## src/rtl/pwk_pkg.sv

```systemverilog
package pwk_pkg;
  typedef enum logic [1:0] {
    ST_IDLE    = 2'd0,
    ST_READ_L1 = 2'd1,
    ST_READ_L2 = 2'd2,
    ST_DONE    = 2'd3
  } walk_state_e;

  typedef enum logic [1:0] {
    FLT_NONE = 2'd0,
    FLT_L1   = 2'd1,
    FLT_L2   = 2'd2
  } fault_lvl_e;

  // flag positions counted down from the entry's top bit
  localparam int FLAG_RES_DN   = 0;
  localparam int FLAG_DIRTY_DN = 1;
  localparam int FLAG_REF_DN   = 2;
  localparam int FLAG_COUNT    = 3;
endpackage

```

## src/rtl/pwk_index.sv

```systemverilog
module pwk_index #(
  parameter int OFF_W = 10,
  parameter int IDX_W = 5,
  parameter int TA_W  = 13,
  localparam int VA_W = OFF_W + 2 * IDX_W
) (
  input  logic [VA_W-1:0]  req_vaddr,
  input  logic [VA_W-1:0]  held_vaddr,
  input  logic [TA_W-1:0]  ptbr,
  input  logic [TA_W-1:0]  l2_base,
  output logic [TA_W-1:0]  l1_addr,
  output logic [TA_W-1:0]  l2_addr,
  output logic [OFF_W-1:0] offset
);
  function automatic logic [IDX_W-1:0] upper_idx(input logic [VA_W-1:0] va);
    return va[VA_W-1 -: IDX_W];
  endfunction

  function automatic logic [IDX_W-1:0] lower_idx(input logic [VA_W-1:0] va);
    return va[OFF_W +: IDX_W];
  endfunction

  function automatic logic [TA_W-1:0] slot(input logic [TA_W-1:0] base,
                                           input logic [IDX_W-1:0] idx);
    return base + TA_W'(idx);
  endfunction

  assign l1_addr = slot(ptbr, upper_idx(req_vaddr));
  assign l2_addr = slot(l2_base, lower_idx(held_vaddr));
  assign offset  = held_vaddr[OFF_W-1:0];
endmodule

```

## src/rtl/pwk_ctrl.sv

```systemverilog
module pwk_ctrl
  import pwk_pkg::*;
#(
  parameter int OFF_W = 10,
  parameter int IDX_W = 5,
  parameter int TA_W  = 13,
  parameter int PA_W  = 16,
  parameter int ENT_W = 16,
  localparam int VA_W    = OFF_W + 2 * IDX_W,
  localparam int FRAME_W = PA_W - OFF_W
) (
  input  logic             clk,
  input  logic             rst_n,
  input  logic             req_valid,
  input  logic             req_store,
  input  logic [VA_W-1:0]  req_vaddr,
  output logic             req_ready,
  output logic [VA_W-1:0]  held_vaddr,
  input  logic [TA_W-1:0]  l1_addr,
  input  logic [TA_W-1:0]  l2_addr,
  input  logic [OFF_W-1:0] offset,
  input  logic [ENT_W-1:0] mem_rdata,
  output logic             mem_rd_en,
  output logic             mem_wr_en,
  output logic [TA_W-1:0]  mem_addr,
  output logic [ENT_W-1:0] mem_wdata,
  output logic             rsp_valid,
  input  logic             rsp_ready,
  output logic [PA_W-1:0]  rsp_paddr,
  output logic [1:0]       rsp_fault_lvl
);
  function automatic logic is_resident(input logic [ENT_W-1:0] e);
    return e[ENT_W-1-FLAG_RES_DN];
  endfunction

  function automatic logic [ENT_W-1:0] mark_used(input logic [ENT_W-1:0] e,
                                                 input logic store);
    logic [ENT_W-1:0] r;
    r = e;
    r[ENT_W-1-FLAG_REF_DN] = 1'b1;
    if (store) r[ENT_W-1-FLAG_DIRTY_DN] = 1'b1;
    return r;
  endfunction

  walk_state_e      state_q, state_d;
  logic             store_q;
  logic [TA_W-1:0]  leaf_addr_q;
  logic [PA_W-1:0]  paddr_q;
  fault_lvl_e       lvl_q;
  logic             hit;

  assign hit = is_resident(mem_rdata);

  always_comb begin
    state_d   = state_q;
    req_ready = 1'b0;
    mem_rd_en = 1'b0;
    mem_wr_en = 1'b0;
    mem_addr  = '0;
    mem_wdata = '0;
    case (state_q)
      ST_IDLE: begin
        req_ready = 1'b1;
        if (req_valid) begin
          mem_rd_en = 1'b1;
          mem_addr  = l1_addr;
          state_d   = ST_READ_L1;
        end
      end
      ST_READ_L1: begin
        state_d = ST_DONE;
        if (hit) begin
          mem_rd_en = 1'b1;
          mem_addr  = l2_addr;
          state_d   = ST_READ_L2;
        end
      end
      ST_READ_L2: begin
        state_d = ST_DONE;
        if (hit) begin
          mem_wr_en = 1'b1;
          mem_addr  = leaf_addr_q;
          mem_wdata = mark_used(mem_rdata, store_q);
        end
      end
      default: begin
        if (rsp_ready) state_d = ST_IDLE;
      end
    endcase
  end

  always_ff @(posedge clk) begin
    if (!rst_n) begin
      state_q     <= ST_IDLE;
      held_vaddr  <= '0;
      store_q     <= 1'b0;
      leaf_addr_q <= '0;
      paddr_q     <= '0;
      lvl_q       <= FLT_NONE;
    end else begin
      state_q <= state_d;
      case (state_q)
        ST_IDLE: if (req_valid) begin
          held_vaddr <= req_vaddr;
          store_q    <= req_store;
        end
        ST_READ_L1: begin
          leaf_addr_q <= l2_addr;
          if (!hit) begin
            lvl_q   <= FLT_L1;
            paddr_q <= '0;
          end
        end
        ST_READ_L2: begin
          if (hit) begin
            lvl_q   <= FLT_NONE;
            paddr_q <= {mem_rdata[FRAME_W-1:0], offset};
          end else begin
            lvl_q   <= FLT_L2;
            paddr_q <= '0;
          end
        end
        default: ;
      endcase
    end
  end

  assign rsp_valid     = (state_q == ST_DONE);
  assign rsp_paddr     = paddr_q;
  assign rsp_fault_lvl = lvl_q;
endmodule

```

## src/rtl/pwk_walker.sv

```systemverilog
module pwk_walker
  import pwk_pkg::*;
#(
  parameter int OFF_W = 10,
  parameter int IDX_W = 5,
  parameter int TA_W  = 13,
  parameter int PA_W  = 16,
  parameter int ENT_W = 16,
  localparam int VA_W = OFF_W + 2 * IDX_W
) (
  input  logic             clk,
  input  logic             rst_n,
  input  logic             req_valid,
  output logic             req_ready,
  input  logic [VA_W-1:0]  req_vaddr,
  input  logic             req_store,
  input  logic [TA_W-1:0]  ptbr,
  output logic             mem_rd_en,
  output logic             mem_wr_en,
  output logic [TA_W-1:0]  mem_addr,
  output logic [ENT_W-1:0] mem_wdata,
  input  logic [ENT_W-1:0] mem_rdata,
  output logic             rsp_valid,
  input  logic             rsp_ready,
  output logic [PA_W-1:0]  rsp_paddr,
  output logic             rsp_fault,
  output logic [1:0]       rsp_fault_lvl
);
  logic [VA_W-1:0]  held_vaddr;
  logic [TA_W-1:0]  l1_addr, l2_addr;
  logic [OFF_W-1:0] offset;
  logic             ev_accept;

  assign ev_accept = req_valid & req_ready;

  pwk_index #(.OFF_W(OFF_W), .IDX_W(IDX_W), .TA_W(TA_W)) u_index (
    .req_vaddr (req_vaddr),
    .held_vaddr(held_vaddr),
    .ptbr      (ptbr),
    .l2_base   (mem_rdata[TA_W-1:0]),
    .l1_addr   (l1_addr),
    .l2_addr   (l2_addr),
    .offset    (offset)
  );

  pwk_ctrl #(.OFF_W(OFF_W), .IDX_W(IDX_W), .TA_W(TA_W), .PA_W(PA_W),
             .ENT_W(ENT_W)) u_ctrl (
    .clk          (clk),
    .rst_n        (rst_n),
    .req_valid    (req_valid),
    .req_store    (req_store),
    .req_vaddr    (req_vaddr),
    .req_ready    (req_ready),
    .held_vaddr   (held_vaddr),
    .l1_addr      (l1_addr),
    .l2_addr      (l2_addr),
    .offset       (offset),
    .mem_rdata    (mem_rdata),
    .mem_rd_en    (mem_rd_en),
    .mem_wr_en    (mem_wr_en),
    .mem_addr     (mem_addr),
    .mem_wdata    (mem_wdata),
    .rsp_valid    (rsp_valid),
    .rsp_ready    (rsp_ready),
    .rsp_paddr    (rsp_paddr),
    .rsp_fault_lvl(rsp_fault_lvl)
  );

  assign rsp_fault = (rsp_fault_lvl != FLT_NONE);
endmodule

```

## config.mk

```make
export PLATFORM = sky130hd
export DESIGN_NAME = pwk_walker
export DESIGN_NICKNAME = d
export VERILOG_FILES = /design/src/rtl/pwk_pkg.sv /design/src/rtl/pwk_index.sv /design/src/rtl/pwk_ctrl.sv /design/src/rtl/pwk_walker.sv
export SDC_FILE = /design/constraint.sdc
export NUM_CORES = 1
export LEC_CHECK = 0
export ABC_AREA = 1
export BUFFER_PORTS_ARGS = -buffer_cell sky130_fd_sc_hd__buf_2
export CAP_MARGIN = 5
export CORE_MARGIN = 2
export CORE_UTILIZATION = 25
export CTS_CLUSTER_DIAMETER = 40
export DETAILED_ROUTE_END_ITERATION = 12
export HOLD_SLACK_MARGIN = 0.15
export PLACE_DENSITY_LB_ADDON = 0.15
export SLEW_MARGIN = 20
export SYNTH_ARGS = -nofsm -noshare
export SYNTH_HDL_FRONTEND = slang
export SYNTH_SLANG_ARGS = --single-unit
```

## constraint.sdc

```tcl
create_clock -name clk -period 5.4 [get_ports clk]
set_input_delay 1.08 -clock clk [delete_from_list [all_inputs] [get_ports clk]]
set_output_delay 1.08 -clock clk [all_outputs]
set_load 0.02 [all_outputs]
```

==> metrics.md <==
| Metric | Value |
|---|---|
| Status | `finished, final reports clean` |
| Post-route clock period utilization | `0.738` |
| Clock latency on the worst-skew pair | `0.28 ns` |
| Final setup TNS | `0 ns` |
| PD cells | `391 nW/um^2` |
| Layout net count | `694` |
| Setup Skew | `0.00644 ns` |
| Congestion Overflow GR | `0` |
| Grt met2 use | `0.226` |
| Post-synthesis compound-gate area fraction | `0.124` |
| Max-cap viol count | `0` |
| Routed vias | `3520` |
| Largest net degree at the start of global routing | `30` |
| Global-route wire length before repair | `16500 um` |
| Port bufs | `104` |
| Mean Syn Cell Area | `6.12 sq um` |
| End of the worst register-to-register path | `u_ctrl.rsp_fault_lvl[0]` |
| # diodes | `0` |
| Share of cells above drive strength 1 | `0.194` |
| Die height | `118 um` |
| Via density | `4.42` |
| Synth Area in Adders | `0.0660` |
| Fmax | `0.251 GHz` |
| Met1 track demand over resource | `0.195` |
| All-layer global routing usage | `0.142` |
| Met3 GRT Util | `0.0328` |
| Mapped cell area | `3260 sq um` |
| Inst Count DP | `789` |
| RSZ-0062 raised after global routing | `false` |
| Drt total wl | `9970 um` |
| Worst Hold Class | `register to register` |
| Post-route ant nets | `0` |
| Syn_nets | `603` |
| Fillers | `1470` |
| Clock buffer count from CTS | `5` |
| Crit Path Class | `primary input to output pin` |
| Reg2reg start | `u_ctrl.state_q[1]` |
| Hold-fix buffers, CTS | `0` |
| Leak Pwr | `0.00225 uW` |
| Crit path arrival time | `2.90 ns` |
| Clock buffer depth | `2` |
| Least-Margin Pin Slew | `0.862 ns` |
| Slew HR | `0.424` |
| Final Hold Fails | `0` |
| CP Capture Type | `output pin` |
| Full die area | `14000 sq um` |
| IO Pins | `106` |
| Clock root buffer | `clkbuf_16` |
| Post-Synth Simple-Gate Area | `0.377` |
| CTS clk-pin slew, worst paths | `0.07 ns` |
| CTS resizes | `0` |
| Die width | `118 um` |
| Area growth syn-to-layout | `23.9%` |
| Finished Layout Cells | `797` |
| R2R cell count | `6` |
| Final Max Tran Viols | `0` |
| CP required | `4.32 ns` |
| Core Rows | `41` |
| Netlist cell types | `27` |
| Final setup violation count | `0` |
| CTS tree | `built` |
| Starting density of the core | `0.257` |
| Drt drc | `0` |
| Hold path endpoint | `u_ctrl.rsp_paddr[0]` |
| Hold Crit Start | `u_ctrl.rsp_paddr[0]` |
| Vias in the first global route | `3379` |
| Syn Inst Count | `533` |
| Register area share after synthesis | `0.301` |
| Htree depth | `2` |
| DRT Pass-1 Iters | `7` |
| Min Clock Period, post-route | `3.98 ns` |
| Gpl congestion | `0.789` |
| Dpl hpwl | `7640 um` |
| Mux share of post-synthesis cell area | `0` |
| Xor/xnor share of the synthesized area | `0.00806` |
| Largest family of logic cells by synthesized area | `simple AND/OR/NAND/NOR gates` |
| Routed WL per cell | `12.5 um` |
| Setup Fix Bufs, Post-CTS | `0` |
| GRT busiest layer | `met2` |
| # clock sinks | `49` |
| DRT iter0 DRCs | `121` |
| Yosys reg bits | `49` |
| Core ar. | `12700 sq um` |
| Critical path launch point type | `primary input` |
| YS warnings | `0` |
| Initial antenna violation count | `0` |
| VDD IR max | `0.142 mV` |
| R2R Setup Slk | `3.08 ns` |
| CP max FO | `3` |
| Hold depth | `2` |
-- worst max path at each step --
stage                            start  cells after the start     endpoint  slack, ns
after floorplan           mem_rdata[0]                     11  mem_addr[4]       1.87
after global placement    mem_rdata[0]                     13  mem_addr[4]       1.41
after detailed placement  mem_rdata[0]                     13  mem_addr[4]       1.36
after CTS                 mem_rdata[0]                     13  mem_addr[4]       1.36
after global routing      mem_rdata[0]                     13  mem_addr[4]       1.14
final                     mem_rdata[0]                     13  mem_addr[4]       1.42
-- layer usage --
layer	share of wire	routed length (um)	vias up
met5	0	0	-
met4	0.0061	61	0
met3	0.054	538	4
met2	0.44	4370	83
met1	0.50	5000	1565
li1	-	-	1868
-- report_power, final --
part / internal (uW) / switching, uW
clock network: 174 / 145
logic: 237 / 531
registers: 449 / 43.1
total: 860 / 719
-- state kept, by name, summed over array words and instances, names as in the netlist --
name / count
u_ctrl.rsp_paddr: 16
u_ctrl.held_vaddr: 15
u_ctrl.store_q: 1
u_ctrl.leaf_addr_q: 13
u_ctrl.state_q: 2
u_ctrl.rsp_fault_lvl: 2
-- through the flow --
step / hold WS [ns] / setup WS [ns] / cell area (sq um) / total power, uW / util
floorplan: 0.434 / 1.87 / 3260 / 1050 / -
global placement: 0.445 / 1.41 / 3890 / 1270 / 0.307
detailed placement: 0.449 / 1.36 / 3890 / 1280 / 0.307
CTS: 0.461 / 1.36 / 4040 / 1610 / 0.319
global route: 0.477 / 1.14 / 4040 / 1720 / 0.319
finish: 0.460 / 1.42 / 4040 / 1580 / 0.319
-- cell usage in the layout (no fill, tap or decap) --
cell type and n:
nand2_1 151, xor2_1 3, fa_1 2, o221ai_1 1
clkinv_4 1, nor2_1 66, inv_1 77, nand2_2 1
o31ai_1 1, o211ai_2 1, dfxtp_1 49, or2_1 1
or2_2 2, ha_1 14, o211ai_1 8, o21ai_2 1
o21ai_0 27, clkbuf_16 5, nand3_2 3, clkinvlp_4 1
o21bai_1 1, buf_2 104, nand3b_1 2, nand3_1 65
nand4_1 3, inv_6 1, a21oi_1 33, buf_4 1
-- logic make-up (layout without fill, tap and decap cells) --
family | Yosys count | after routing
buf+inv | 98 | 190
fa+ha+maj | 16 | 16
flops | 49 | 49
compound gates | 73 | 73
simple gates | 294 | 294
xor+xnor | 3 | 3
-- synthesized netlist by cell type --
cell      number  area [sq um]
buf_2          5          25.0
nand3b_1       2          15.0
xor2_1         3          26.3
buf_1          2          7.51
nand3_1       65           325
nand2_2        1          6.26
clkbuf_1       7          26.3
o211ai_2       1          12.5
or2_2          2          12.5
dfxtp_1       49           981
ha_1          14           175
buf_4          6          45.0
o21ai_2        1          8.76
o21ai_0       27           135
o21bai_1       1          7.51
o211ai_1       8          60.1
nor2_1        66           248
nand4_1        3          18.8
fa_1           2          40.0
nand2_1      151           567
a21oi_1       33           165
buf_6          1          11.3
o221ai_1       1          8.76
nand3_2        3          30.0
o31ai_1        1          7.51
or2_1          1          6.26
inv_1         77           289
-- critical path, cell delays in order --
cell	delay (ns)
buf_2	0.10
ha_1	0.19
inv_1	0.06
fa_1	0.39
inv_1	0.12
nand3_1	0.08
nand3_1	0.15
xor2_1	0.25
nand2_1	0.08
o211ai_1	0.09
nand2_1	0.07
inv_1	0.07
buf_2	0.17
-- cell type report --
type / count / area [sq um] / area share
Clock buffer: 5 / 125 / 0.0310
Clock inverter: 3 / 25.0 / 0.00620
Inverter: 77 / 289 / 0.0716
Multi-Input combinational cell: 386 / 1880 / 0.464
Sequential cell: 49 / 981 / 0.243
Tap cell: 172 / 215 / 0.0533
Timing Repair Buffer: 105 / 528 / 0.131
(Power assumes the default switching activity.)
